`config.mk`:
```
export PLATFORM = sky130hd
export DESIGN_NAME = vc_credit_tracker
export DESIGN_NICKNAME = d
export VERILOG_FILES = /design/src/rtl/vc_track_pkg.sv /design/src/rtl/vc_track_ctrl.sv /design/src/rtl/vc_track_dp.sv /design/src/rtl/vc_credit_tracker.sv
export SDC_FILE = /design/constraint.sdc
export NUM_CORES = 1
export LEC_CHECK = 0
export BUFFER_PORTS_ARGS = -buffer_cell sky130_fd_sc_hd__buf_4
export CAP_MARGIN = 20
export CORE_UTILIZATION = 35
export CTS_CLUSTER_SIZE = 28
export DETAILED_ROUTE_END_ITERATION = 16
export PLACE_DENSITY_LB_ADDON = 0.2
export SLEW_MARGIN = 10
export SYNTH_ARGS = -nofsm -noshare
export SYNTH_HDL_FRONTEND = slang
export SYNTH_SLANG_ARGS = --single-unit
```
`constraint.sdc`:
```
create_clock -name clk -period 2.15 [get_ports clk]
set_input_delay 0.43 -clock clk [delete_from_list [all_inputs] [get_ports clk]]
set_output_delay 0.43 -clock clk [all_outputs]
set_load 0.02 [all_outputs]
```
`src/rtl/vc_track_pkg.sv`:
```
package vc_track_pkg;
  // Per-VC strobes passed from control to datapath
  typedef struct packed {
    logic alloc;     // head grant claims the VC
    logic spend;     // one flit leaves on the VC
    logic tailFree;  // the departing flit ends the packet
    logic feedback;  // credit pulse or stop level from downstream
  } vcStrobe_t;
endpackage

```
`src/rtl/vc_track_ctrl.sv`:
```
module vc_track_ctrl
  import vc_track_pkg::*;
#(
  parameter int NumVc  = 4,
  parameter int VcIdxW = 2
) (
  input  logic                    headGrantVld,
  input  logic [VcIdxW-1:0]       headGrantVc,
  input  logic                    flitSendVld,
  input  logic [VcIdxW-1:0]       flitSendVc,
  input  logic                    flitSendTail,
  input  logic [NumVc-1:0]        dsFeedback,
  output vcStrobe_t [NumVc-1:0]   strobe
);
  for (genvar v = 0; v < NumVc; v++) begin : g_dec
    logic grantHit;
    logic sendHit;
    assign grantHit = headGrantVld && (headGrantVc == VcIdxW'(v));
    assign sendHit  = flitSendVld && (flitSendVc == VcIdxW'(v));
    assign strobe[v].alloc    = grantHit;
    assign strobe[v].spend    = sendHit;
    assign strobe[v].tailFree = sendHit && flitSendTail;
    assign strobe[v].feedback = dsFeedback[v];
  end
endmodule

```
`src/rtl/vc_track_dp.sv`:
```
module vc_track_dp
  import vc_track_pkg::*;
#(
  parameter int NumVc     = 4,
  parameter int BufDepth  = 4,
  parameter bit OnOffMode = 1'b0
) (
  input  logic                  clk,
  input  logic                  rstN,
  input  vcStrobe_t [NumVc-1:0] strobe,
  output logic [NumVc-1:0]      vcBusy,
  output logic [NumVc-1:0]      vcHasCredit
);
  localparam int CntW = $clog2(BufDepth + 1);

  // Ownership: set on head grant, cleared when the tail departs
  always_ff @(posedge clk) begin
    if (!rstN) begin
      vcBusy <= '0;
    end else begin
      for (int v = 0; v < NumVc; v++) begin
        if (strobe[v].alloc) vcBusy[v] <= 1'b1;
        else if (strobe[v].tailFree) vcBusy[v] <= 1'b0;
      end
    end
  end

  if (OnOffMode == 1'b0) begin : g_credit
    for (genvar v = 0; v < NumVc; v++) begin : g_vc
      logic [CntW-1:0] creditCnt;
      always_ff @(posedge clk) begin
        if (!rstN) begin
          creditCnt <= CntW'(BufDepth);
        end else begin
          unique case ({strobe[v].feedback, strobe[v].spend})
            2'b10:   creditCnt <= creditCnt + 1'b1;
            2'b01:   creditCnt <= creditCnt - 1'b1;
            default: creditCnt <= creditCnt;
          endcase
        end
      end
      assign vcHasCredit[v] = (creditCnt != '0);
    end
  end else begin : g_onoff
    for (genvar v = 0; v < NumVc; v++) begin : g_vc
      assign vcHasCredit[v] = ~strobe[v].feedback;
    end
  end
endmodule

```
`src/rtl/vc_credit_tracker.sv`:
```
module vc_credit_tracker
  import vc_track_pkg::*;
#(
  parameter int NumVc     = 4,
  parameter int BufDepth  = 4,
  parameter bit OnOffMode = 1'b0,
  localparam int VcIdxW   = (NumVc > 1) ? $clog2(NumVc) : 1
) (
  input  logic              clk,
  input  logic              rstN,
  input  logic              headGrantVld,
  input  logic [VcIdxW-1:0] headGrantVc,
  input  logic              flitSendVld,
  input  logic [VcIdxW-1:0] flitSendVc,
  input  logic              flitSendTail,
  input  logic [NumVc-1:0]  dsFeedback,
  output logic [NumVc-1:0]  vcFree,
  output logic [NumVc-1:0]  vcHasCredit,
  output logic [NumVc-1:0]  vcSendReady
);
  vcStrobe_t [NumVc-1:0] strobe;
  logic [NumVc-1:0]      vcBusy;

  vc_track_ctrl #(.NumVc(NumVc), .VcIdxW(VcIdxW)) u_ctrl (
    .headGrantVld (headGrantVld),
    .headGrantVc  (headGrantVc),
    .flitSendVld  (flitSendVld),
    .flitSendVc   (flitSendVc),
    .flitSendTail (flitSendTail),
    .dsFeedback   (dsFeedback),
    .strobe       (strobe)
  );

  vc_track_dp #(.NumVc(NumVc), .BufDepth(BufDepth), .OnOffMode(OnOffMode)) u_dp (
    .clk         (clk),
    .rstN        (rstN),
    .strobe      (strobe),
    .vcBusy      (vcBusy),
    .vcHasCredit (vcHasCredit)
  );

  assign vcFree      = ~vcBusy;
  assign vcSendReady = vcBusy & vcHasCredit;
endmodule

```
=== After elaboration in Yosys (flattened, before gate mapping) ===
Cells that the tools add are included.

* Output and inout port bits: 12
* Bits of input ports: 13
* Register bits: 16
* Word-level logic and storage cells: 70

* Bitwise gates (word level): 2
* Muxes and demuxes: 12
* Equal/unequal tests: 14
* Reductions and logical operators: 26
* Add/sub/neg operators: 8

{| class="wikitable"
|+ Operators by type and width
! cell !! count
|-
| one-hot mux 3 bit (2 select lines) || 4
|-
| == test 2 bit, second input constant || 8
|-
| nonzero test 2 bit || 8
|-
| adder 3 x 1 -> 3 bit, second input constant || 4
|-
| == test 2 x 1 -> 1 bit, second input constant || 6
|-
| logical AND 1 bit || 12
|-
| nonzero test 3 bit || 4
|-
| subtractor 3 x 1 -> 3 bit, second input constant || 4
|-
| two-way mux 1 bit || 8
|-
| bitwise AND 4 bit || 1
|-
| logical NOT 2 bit || 2
|-
| inverter 4 bit || 1
|}

=== Depth between registers and ports, before layout ===
* Depth after elaboration: 5
* Depth in mapped cells: 8
* Gate-level depth less buffers: 8

=== Cells and area by module ===
A second synthesis with hierarchy kept.

* Cells, all modules: 121
* Area, all modules: 1,063.5 um2

{| class="wikitable"
|+ Modules (own cells, without submodules)
! module !! seq. area each (um2) !! cells an instance !! area an instance (um2) !! instances
|-
| vc_track_dp || 320.3 || 89 || 822.0 || 1
|-
| vc_track_ctrl || 0.0 || 24 || 201.4 || 1
|-
| vc_credit_tracker || 0.0 || 8 || 40.0 || 1
|}

=== Least setup slack after synthesis ===
OpenSTA, ideal clock, no wires.

* Path type: input -> register
* Start: input port flitSendVc[1]
* End: register u_dp.g_credit.g_vc[0].creditCnt[2]
* Cell stages on the path: 8
* Setup time: 0.062 ns
* Required time: 2.088 ns
* Path buffers: 0
* Setup slack: 0.311 ns
* Arrival time: 1.777 ns
* Cells stage by stage: nand2b_1 -> nor2_1 -> ha_1 -> inv_1 -> fa_1 -> xor2_1 -> or3_1 -> nand3_1

* Cells in the longest elaborated chain, start to end: 4
* Elaborated cells between the ends (all ways): 6
* Those cells by class: eq/ne (2); mux (1); reduce/logical (3)

{| class="wikitable"
|+ RTL lines
! item !! line !! text
|-
| start: declaration || vc_credit_tracker.sv:14 || <nowiki>input logic [VcIdxW-1:0] flitSendVc,</nowiki>
|-
| logical NOT 2 bit * || vc_track_ctrl.sv:19 || <nowiki>assign sendHit = flitSendVld && (flitSendVc == VcIdxW'(v));</nowiki>
|-
| logical AND 1 bit * || vc_track_ctrl.sv:19 ||
|-
| == test 2 x 1 -> 1 bit / == test 2 bit (equally long branches) || vc_track_dp.sv:35 || <nowiki>unique case ({strobe[v].feedback, strobe[v].spend})</nowiki>
|-
| one-hot mux 3 bit (2 select lines) / nonzero test 2 bit (equally long branches) || n/a ||
|-
| end signal: assignment || vc_track_dp.sv:36 || <nowiki>2'b10: creditCnt <= creditCnt + 1'b1;</nowiki>
|-
| end signal: assignment || vc_track_dp.sv:37 || <nowiki>2'b01: creditCnt <= creditCnt - 1'b1;</nowiki>
|-
| end signal: assignment || vc_track_dp.sv:38 || <nowiki>default: creditCnt <= creditCnt;</nowiki>
|-
| end: declaration || vc_track_dp.sv:30 || <nowiki>logic [CntW-1:0] creditCnt;</nowiki>
|}

Every way passes the cells marked *; elsewhere a longest branch is shown, timed or not.
A chain may end at the register's enable or synchronous reset.

=== Worst setup path after layout ===
Same ends and word-level chain as after synthesis.

==> flow_metrics.py <==
metrics = {
    "detailed_routing": {
        "drc": 0,
        "routed-via-count": 767,
        "drt-pass1-iter-count": 4,
        "antenna_left": 0,
        "wl_um": 1720,
        "vias_per_inst": 4.59,
        "drt-initial-drc-count": 8,
        "detail_route.wl_per_cell_um": 10.3,
    },
    "logic_synthesis": {
        "synth_top_cell_by_area": "dfxtp_1",
        "count_of_flip_flops_with_a_built_in_enable_after_synthesis": 0,
        "synthesis.instances": 110,
        "netlist_cell_types": 20,
        "asyncSetResetFlopFracSynth": 0,
        "synth_register_bits": 16,
        "synthFlopType": "dfxtp_1",
        "synth.avg_cell_area_um2": 8.58,
        "synth_top_area_share": 0.340,
        "yosys-top-cells-area": "dfxtp_1 (34%), fa_1 (8.5%), inv_1 (8.4%)",
        "synth.yosys.seq_area_share": 0.340,
        "synth_area_um2": 943,
        "synth_common_cells": "inv_1 (21), dfxtp_1 (16), o21ai_0 (12)",
        "yosys_warnings": 0,
        "synth_nets": 131,
        "synth_most_common_cell": "inv_1",
    },
    "critical_path": {
        "critPathRequiredTime_ps": 2380,
        "critPathCaptureType": "flop",
        "worst-setup-path-type": "primary input to flop",
        "critical_path_peak_fanout": 4,
        "reg2reg_from": "u_dp.g_credit.g_vc[0].creditCnt[0]",
        "cp_data_arrival_time_ps": 2040,
        "startpoint_type": "primary input",
        "r2r_end": "u_dp.g_credit.g_vc[0].creditCnt[2]",
        "r2r_cells": 5,
        "r2r_setup_slack_ps": 630,
    },
    "sta": {
        "holdWs_ps": 408,
        "final.min_clock_period_ps": 1810,
        "rsz0062_at_grt": "no",
        "achievable-frequency_ghz": 0.553,
        "slew_headroom": 0.883,
        "setup_viol": 0,
        "finalHoldViolations": 0,
        "worst_case_clock_skew_ps": 4.34,
        "drv_slew": 0,
        "worst_pin_slew_ps": 174,
        "setup_total_neg_slack_ps": 0,
        "timing.final.crit_share": 0.841,
    },
    "floorplan": {
        "die_x_um": 53.9,
        "core-area_um2": 2520,
        "initial_utilization": 0.374,
        "die-height_um": 53.9,
        "placementRows": 18,
        "die_area_um2": 2910,
        "pin_count": 25,
    },
    "power": {
        "total_leakage_power_nw": 0.491,
        "power.density_cell_area_nw_per_um2": 607,
        "power.ir.vdd_worst_uv": 306,
    },
    "cts": {
        "cts.clk_slew.worst_paths_ps": 100,
        "tritoncts.num_buffers": 3,
        "hold_buffers": 0,
        "htree_levels": 1,
        "cts-root-buf": "clkbuf_4",
        "postCtsSetupBuffers": 0,
        "cts-root-to-sink-buffers": 2,
        "tritoncts_clock_tree": "done",
        "clkLatencyLatePin_ps": 280,
        "post_cts_resized": 0,
        "cts_sinks": 16,
    },
    "global_route": {
        "gr-usage-all-layers": 0.139,
        "grt_first_pass_wirelength_um": 2900,
        "globalRouteOverflowTotal": 0,
        "first_global_vias": 688,
        "grt_max_degree": 17,
        "grt_antenna_before_repair": 0,
    },
    "place": {
        "routabilityCongestion": 0.735,
        "dp_hpwl_um": 1390,
        "buffer_ports.inserted": 24,
        "dp_cells": 163,
    },
    "hold_path": {
        "worst_hold_path.endpoint": "u_dp.g_credit.g_vc[1].creditCnt[2]",
        "holdCritPathClass": "primary input to flop",
        "min_delay_path_depth": 2,
        "worst_hold_startpoint": "rstN",
    },
    "layout": {
        "final_util": 0.473,
        "layout-drive-gt1-share": 0.248,
        "antenna-diode-count": 0,
        "finalNetCount": 159,
        "synthToLayoutAreaGrowth_pct": 26.4,
        "layout_cells_excl_fill": 167,
    },
    "outcome": {
        "outcome": "completed",
    },
    "flow_run": {
        "timing.max_cap.violations": 0,
    },
}
## per-layer routing
metal	up-vias	wire length, µm	global-route usage
met1	348	827	0.187
met3	2	52	0.0169
met4	0	26	0.0789
met5	-	0	0
met2	15	811	0.214
li1	402	-	-
## where the power goes
part           switching [mW]  total, mW  internal, mW  leakage [nW]
logic                  0.0846      0.174        0.0894         0.338
clock network          0.0979      0.201         0.103        0.0210
registers              0.0230      0.348         0.325         0.132
total                   0.206      0.723         0.518         0.491
## registers in the layout, summed over array words and instances (netlist names)
register                      cells
u_dp.g_credit.g_vc.creditCnt     12
u_dp.vcBusy                       4
## worst max-delay path, stage by stage
cell and delay [ps]:
buf_4 110, nand2b_1 180, nor2_1 130, ha_1 190, inv_1 60, fa_1 380
xor2_1 160, or3_1 310, nand3_1 90
## through the flow
step	cell area (µm²)	setup WS, ps	power, mW
2_1_floorplan	943	311	0.469
3_3_place_gp	1160	108	0.525
3_5_place_dp	1160	40.0	0.530
4_1_cts	1190	321	0.730
5_1_grt	1190	254	0.772
6_report	1190	341	0.723
## worst max-delay path by stage
stage,from,to,depth (start not counted)
floorplan,flitSendVc[1],u_dp.g_credit.g_vc[0].creditCnt[2],8
global placement,flitSendVc[1],u_dp.g_credit.g_vc[0].creditCnt[2],9
detailed placement,flitSendVc[1],u_dp.g_credit.g_vc[0].creditCnt[2],9
CTS,flitSendVc[1],u_dp.g_credit.g_vc[0].creditCnt[2],9
global route,flitSendVc[1],u_dp.g_credit.g_vc[0].creditCnt[2],9
finish,flitSendVc[1],u_dp.g_credit.g_vc[0].creditCnt[2],9
## area by class of cell
class	count	area [µm²]
sequential	16	320
fill	263	1330
inverter	21	78.8
multi-input combinational	72	539
timing repair buffer	24	180
tap	30	37.5
clock buffer	4	36.3
## cell usage in the layout, fill, tap and decap left out, types with 4 or more instances in the layout
| cell type | count |
|---|---|
| and2_1 | 10 |
| buf_4 | 24 |
| dfxtp_1 | 16 |
| fa_1 | 4 |
| ha_1 | 4 |
| inv_1 | 21 |
| nand2_1 | 6 |
| nand3_1 | 5 |
| nor2_1 | 4 |
| o21ai_0 | 12 |
| or3_1 | 4 |
| or3_4 | 4 |
| xnor2_1 | 4 |
| xor2_1 | 4 |
## logic make-up after synthesis
kind of cell             share of synthesized area
buffers and inverters                       0.0889
AO/OA/AOI/OAI                               0.0955
adder cells (fa/ha/maj)                      0.138
AND/OR/NAND/NOR                              0.264
flip-flops                                   0.340
XOR/XNOR                                    0.0743
Note: power is estimated with default switching activity, not from simulation.
